[config.mk]
export PLATFORM = sky130hd
export DESIGN_NAME = phdiv_path
export DESIGN_NICKNAME = d
export VERILOG_FILES = /design/src/rtl/phdiv_pkg.sv /design/src/rtl/phdiv_diff.sv /design/src/rtl/phdiv_emph.sv /design/src/rtl/phdiv_mash.sv /design/src/rtl/phdiv_path.sv
export SDC_FILE = /design/constraint.sdc
export NUM_CORES = 1
export LEC_CHECK = 0
export BUFFER_PORTS_ARGS = -buffer_cell sky130_fd_sc_hd__buf_2
export CAP_MARGIN = 5
export CORE_ASPECT_RATIO = 1.4
export CORE_UTILIZATION = 40
export DETAILED_ROUTE_END_ITERATION = 12
export GPL_TIMING_DRIVEN = 0
export PLACE_DENSITY = 0.63
export SETUP_SLACK_MARGIN = 0.02
export SLEW_MARGIN = 20
export SYNTH_ARGS = -nofsm -noshare
export SYNTH_HDL_FRONTEND = slang
export SYNTH_SLANG_ARGS = --single-unit
[constraint.sdc]
create_clock -name clk -period 12.25 [get_ports clk]
set_input_delay 1.225 -clock clk [delete_from_list [all_inputs] [get_ports clk]]
set_output_delay 1.225 -clock clk [all_outputs]
set_load 0.02 [all_outputs]
[src/rtl/phdiv_pkg.sv]
package phdiv_pkg;

    localparam int DIV_W      = 5;
    localparam int MASH_ORDER = 3;
    localparam int DIV_LO     = -3;
    localparam int DIV_HI     = 4;

    typedef logic signed [DIV_W-1:0] div_off_t;

    // carries remembered from earlier enabled samples
    typedef struct packed {
        logic c2_d;
        logic c3_d;
        logic c3_dd;
    } carry_hist_t;

    // cascade recombination of the three stage carries
    function automatic div_off_t mash_combine(input logic [MASH_ORDER-1:0] c,
                                              input carry_hist_t h);
        int v;
        v = int'(c[0])
          + int'(c[1]) - int'(h.c2_d)
          + int'(c[2]) - 2 * int'(h.c3_d) + int'(h.c3_dd);
        return div_off_t'(v);
    endfunction

endpackage

[src/rtl/phdiv_diff.sv]
module phdiv_diff #(
    parameter int PHASE_W = 16
) (
    input  logic                      clk,
    input  logic                      rst,
    input  logic                      en,
    input  logic [PHASE_W-1:0]        phase_in,
    output logic signed [PHASE_W-1:0] freq_cur,
    output logic signed [PHASE_W-1:0] freq_old
);
    logic [PHASE_W-1:0] ph_prev;
    logic               primed;
    logic [PHASE_W-1:0] ph_delta;

    // modulo subtraction gives the wrap-free difference
    assign ph_delta = phase_in - ph_prev;

    always_ff @(posedge clk) begin
        if (rst) begin
            ph_prev  <= '0;
            primed   <= 1'b0;
            freq_cur <= '0;
            freq_old <= '0;
        end else if (en) begin
            ph_prev  <= phase_in;
            primed   <= 1'b1;
            freq_old <= freq_cur;
            freq_cur <= primed ? $signed(ph_delta) : '0;
        end
    end
endmodule

[src/rtl/phdiv_emph.sv]
module phdiv_emph #(
    parameter int PHASE_W = 16,
    parameter int FRAC_W  = 16,
    parameter int SH_W    = 2
) (
    input  logic                      clk,
    input  logic                      rst,
    input  logic                      en,
    input  logic signed [PHASE_W-1:0] freq_cur,
    input  logic signed [PHASE_W-1:0] freq_old,
    input  logic                      boost_en,
    input  logic [SH_W-1:0]           boost_shift,
    input  logic [FRAC_W-1:0]         chan_word,
    output logic [FRAC_W-1:0]         word
);
    localparam int MAX_SH = (1 << SH_W) - 1;
    localparam int EW     = PHASE_W + 2 + MAX_SH;
    localparam int SW     = EW + FRAC_W + 2;

    logic signed [PHASE_W:0] slope;
    logic signed [EW-1:0]    boost_term;
    logic signed [EW-1:0]    emph;
    logic signed [SW-1:0]    total;
    logic [FRAC_W-1:0]       clamped;

    assign slope = (PHASE_W+1)'(freq_cur) - (PHASE_W+1)'(freq_old);

    // high-boost term, gain selected as a power of two
    always_comb begin
        if (boost_en) boost_term = EW'(slope) <<< boost_shift;
        else          boost_term = '0;
    end

    assign emph  = EW'(freq_cur) + boost_term;
    // doubled for the 2x oscillator, then channel added
    assign total = (SW'(emph) <<< 1) + $signed(SW'(chan_word));

    always_comb begin
        if (total[SW-1])                 clamped = '0;
        else if (|total[SW-2:FRAC_W])    clamped = '1;
        else                             clamped = total[FRAC_W-1:0];
    end

    always_ff @(posedge clk) begin
        if (rst)     word <= '0;
        else if (en) word <= clamped;
    end
endmodule

[src/rtl/phdiv_mash.sv]
module phdiv_mash
    import phdiv_pkg::*;
#(
    parameter int FRAC_W = 16
) (
    input  logic              clk,
    input  logic              rst,
    input  logic              en,
    input  logic [FRAC_W-1:0] word,
    output div_off_t          div_off
);
    logic [FRAC_W-1:0]     acc_q  [MASH_ORDER];
    logic [FRAC_W-1:0]     acc_nx [MASH_ORDER];
    logic [MASH_ORDER-1:0] carry;
    carry_hist_t           hist_q;

    // each stage integrates the new residue of the stage before it
    always_comb begin
        logic [FRAC_W:0]   sum_t;
        logic [FRAC_W-1:0] stage_in;
        stage_in = word;
        for (int i = 0; i < MASH_ORDER; i++) begin
            sum_t     = {1'b0, acc_q[i]} + {1'b0, stage_in};
            acc_nx[i] = sum_t[FRAC_W-1:0];
            carry[i]  = sum_t[FRAC_W];
            stage_in  = sum_t[FRAC_W-1:0];
        end
    end

    always_ff @(posedge clk) begin
        if (rst) begin
            for (int i = 0; i < MASH_ORDER; i++) acc_q[i] <= '0;
            hist_q  <= '0;
            div_off <= '0;
        end else if (en) begin
            for (int i = 0; i < MASH_ORDER; i++) acc_q[i] <= acc_nx[i];
            div_off <= mash_combine(carry, hist_q);
            hist_q  <= '{c2_d: carry[1], c3_d: carry[2], c3_dd: hist_q.c3_d};
        end
    end
endmodule

[src/rtl/phdiv_path.sv]
module phdiv_path
    import phdiv_pkg::*;
#(
    parameter int PHASE_W = 16,
    parameter int FRAC_W  = 16,
    parameter int SH_W    = 2
) (
    input  logic                    clk,
    input  logic                    rst,
    input  logic                    sample_en,
    input  logic [PHASE_W-1:0]      phase_in,
    input  logic [FRAC_W-1:0]       chan_word,
    input  logic                    boost_en,
    input  logic [SH_W-1:0]         boost_shift,
    output logic signed [DIV_W-1:0] div_off
);
    logic signed [PHASE_W-1:0] freq_cur;
    logic signed [PHASE_W-1:0] freq_old;
    logic [FRAC_W-1:0]         word;

    phdiv_diff #(.PHASE_W(PHASE_W)) u_diff (
        .clk      (clk),
        .rst      (rst),
        .en       (sample_en),
        .phase_in (phase_in),
        .freq_cur (freq_cur),
        .freq_old (freq_old)
    );

    phdiv_emph #(.PHASE_W(PHASE_W), .FRAC_W(FRAC_W), .SH_W(SH_W)) u_emph (
        .clk         (clk),
        .rst         (rst),
        .en          (sample_en),
        .freq_cur    (freq_cur),
        .freq_old    (freq_old),
        .boost_en    (boost_en),
        .boost_shift (boost_shift),
        .chan_word   (chan_word),
        .word        (word)
    );

    phdiv_mash #(.FRAC_W(FRAC_W)) u_mash (
        .clk     (clk),
        .rst     (rst),
        .en      (sample_en),
        .word    (word),
        .div_off (div_off)
    );
endmodule

==> reports/qor.csv <==
metric,value,unit
hold_path_end,u_diff.freq_old[3]$_SDFFE_PP0P_,
setup_viol,0,
num_rows,68,
fmax,0.139,GHz
slew_headroom,43.9,%
die_y,189,um
cts.sinks,120,
wirelength,23000,um
crit_type,input pin to flip-flop,
ir_drop,0.126,mV
placed_cell_area,10600,um2
synth_xor_area_share,7.54,%
crit_path_end_kind,flip-flop,
first_global_vias,8052,
nNetsFinal,1371,
reg2reg_to,u_emph.word[11]$_SDFFE_PP0P_,
rr_startpoint,u_diff.freq_cur[0]$_SDFFE_PP0P_,
critPathLaunchType,input pin,
fin_crit_sh,58.7,%
dp_hpwl,18300,um
synth.area.mux_share,5.11,%
vias,8253,
numPortBuffers,40,
setup_tns,0,ns
core,24600,um2
synthCells,1145,
root_buffer,clkbuf_16,
post_cts_buffers,0,
async_reset_ff_share,0,%
hold_depth,2,
power.density,202,nW/um2
start_util,40.6,%
synth_cell_types,68,
die_x,136,um
min_from,u_diff.freq_old[3]$_SDFFE_PP0P_,
synth_top_family_by_area,compound AO/OA/AOI/OAI gates,
synth-simple-area-share,15.9,%
stdcell_area,11200,um2
cts_resized,0,
grt_max_degree,27,
worstHoldPathType,flip-flop to flip-flop,
final_common_cell,ha_1,
ys_seq_elements,120,
n_fill_cell,2375,
routed_via_density,5.38,
syn_area_per_cell,8.72,um2
worstPathArrival,7.50,ns
synth_warnings,0,
synth-main-ff-cell,dfxtp_1,
drive_gt1_share,8.21,%
cts_tree,done,
wl_per_cell,15.0,um
place_congestion,0.842,
cts_buffers,17,
remaining_drc_errors,0,
drtIter0Drc,333,
yosysSeqAreaShare,28.9,%
track_usage,18.8,%
io_pins,43,
r2r_cells,29,
leakagePower,5.01,nW
final_cell_mix,"ha_1, nor2_1, a21oi_1",
synth_compound_area_share,21.8,%
ant_nets,0,
grt_antenna_before_repair,0,
required,12.56,ns
cts.path.max_buffers,2,
grt_pass1_wl,38300,um
fin_skew,0.00964,ns
holdBufCountCts,0,
tightest_slew,0.820,ns
clkLatencyLatePin,0.42,ns
synthToLayoutAreaGrowth,12.3,%
synthAdderAreaFrac,16.7,%
htreeDepth,4,
die_area,25600,um2
status,finished clean,
rsz0062_at_grt,no,
synth_nets,1311,
clk_pin_slew_worst_paths,0.06,ns
overflow,0,
maxCapViolations,0,
slew_viol_final,0,
crit_path_max_fanout,10,
diodes,0,
first_pass_iters,7,
hold_viol,0,
fin_crit,7.18,ns
synth_edf_count,48,
synth_area,9980,um2
r2r_slack,5.33,ns
[through the flow]
step                      utilization, %  total power [mW]  setup WS (ns)  cells  hold WS, ns
final                               45.6              2.26           5.07   1533        0.492
after global routing                45.6              2.46           4.57   1533        0.520
after CTS                           45.6              2.28           5.05   1533        0.492
after detailed placement            43.1              1.75           4.63   1501        0.478
after global placement              43.0              1.73           4.65   1500        0.473
after floorplan                        -              1.52           5.64   1145        0.455
[layer usage]
layer / routed length (um) / track usage [%] / up-vias
met1: 9770 / 21.0 / 3852
met3: 445 / 2.36 / 31
li1: - / - / 4278
met5: 0 / 0 / -
met4: 558 / 7.99 / 0
met2: 12300 / 35.3 / 92
[cell type report]
type	count	area, um2	area share, %
multi-input cells	920	6700	59.8
flip-flops and latches	120	2880	25.7
clock buffers	26	552	4.92
well taps	315	394	3.52
inverters	72	270	2.41
repair buffers	41	220	1.96
plain buffers	33	134	1.19
clock inverters	6	57.6	0.514
[worst max-delay path by stage]
| stage | startpoint | endpoint | slack [ns] |
|---|---|---|---|
| after global routing | boost_shift[0] | u_emph.word[8]$_SDFFE_PP0P_ | 4.57 |
| final | boost_shift[0] | u_emph.word[11]$_SDFFE_PP0P_ | 5.07 |
| after floorplan | boost_shift[0] | u_emph.word[10]$_SDFFE_PP0P_ | 5.64 |
| after detailed placement | boost_shift[0] | u_emph.word[10]$_SDFFE_PP0P_ | 4.63 |
| after CTS | boost_shift[0] | u_emph.word[11]$_SDFFE_PP0P_ | 5.05 |
| after global placement | boost_shift[0] | u_emph.word[13]$_SDFFE_PP0P_ | 4.65 |
[sequential cells by signal (all words and copies together), names as in the netlist]
signal and count:
u_diff.freq_cur 16, u_emph.word 16, u_diff.freq_old 16, u_diff.primed 1, u_diff.ph_prev 16, u_mash.div_off 4
u_mash.hist_q 3, u_mash.acc_q 48
[synthesized netlist by cell type, types with 12 or more instances]
library cell | n | area [um2]
a211oi_1 | 25 | 188
a21o_1 | 30 | 225
a21oi_1 | 84 | 420
a31oi_1 | 13 | 81.3
and2_1 | 39 | 244
and3_1 | 15 | 93.8
clkbuf_1 | 25 | 93.8
dfxtp_1 | 72 | 1440
edfxtp_1 | 48 | 1440
ha_1 | 119 | 1490
inv_1 | 71 | 267
mux2i_1 | 42 | 420
nand2_1 | 67 | 251
nand3_1 | 25 | 125
nor2_1 | 116 | 435
nor2b_1 | 14 | 87.6
nor3_1 | 20 | 100
o21a_1 | 17 | 128
o21ai_0 | 63 | 315
o21bai_1 | 12 | 90.1
xnor2_1 | 55 | 482
xor2_1 | 31 | 272
[kinds of logic after synthesis]
| family | count (synthesis) |
|---|---|
| xor+xnor | 86 |
| compound gates | 325 |
| mux | 48 |
| buf+inv | 105 |
| flops | 120 |
| fa+ha+maj | 128 |
| simple gates | 333 |
[power by group]
group / internal, mW / switching (mW)
registers: 0.504 / 0.0357
logic: 0.528 / 0.689
clock network: 0.329 / 0.180
total: 1.36 / 0.904
[worst max-delay path, cell delays in order]
cell	delay (ns)
clkbuf_1	0.29
buf_1	0.49
clkbuf_1	0.39
nor3_1	0.12
ha_1	0.23
fa_1	0.44
a211o_1	0.35
a2111oi_4	0.36
o21ai_2	0.15
and2_4	0.20
a21o_1	0.18
a21oi_1	0.21
o21bai_1	0.09
a21oi_1	0.17
xnor2_1	0.10
ha_1	0.35
nand2_1	0.10
nor2_1	0.11
o211ai_1	0.15
a2111oi_2	0.40
nand4_1	0.22
a2111oi_4	0.62
o21ai_0	0.29
a22o_1	0.25
(Power assumes the default switching activity.)
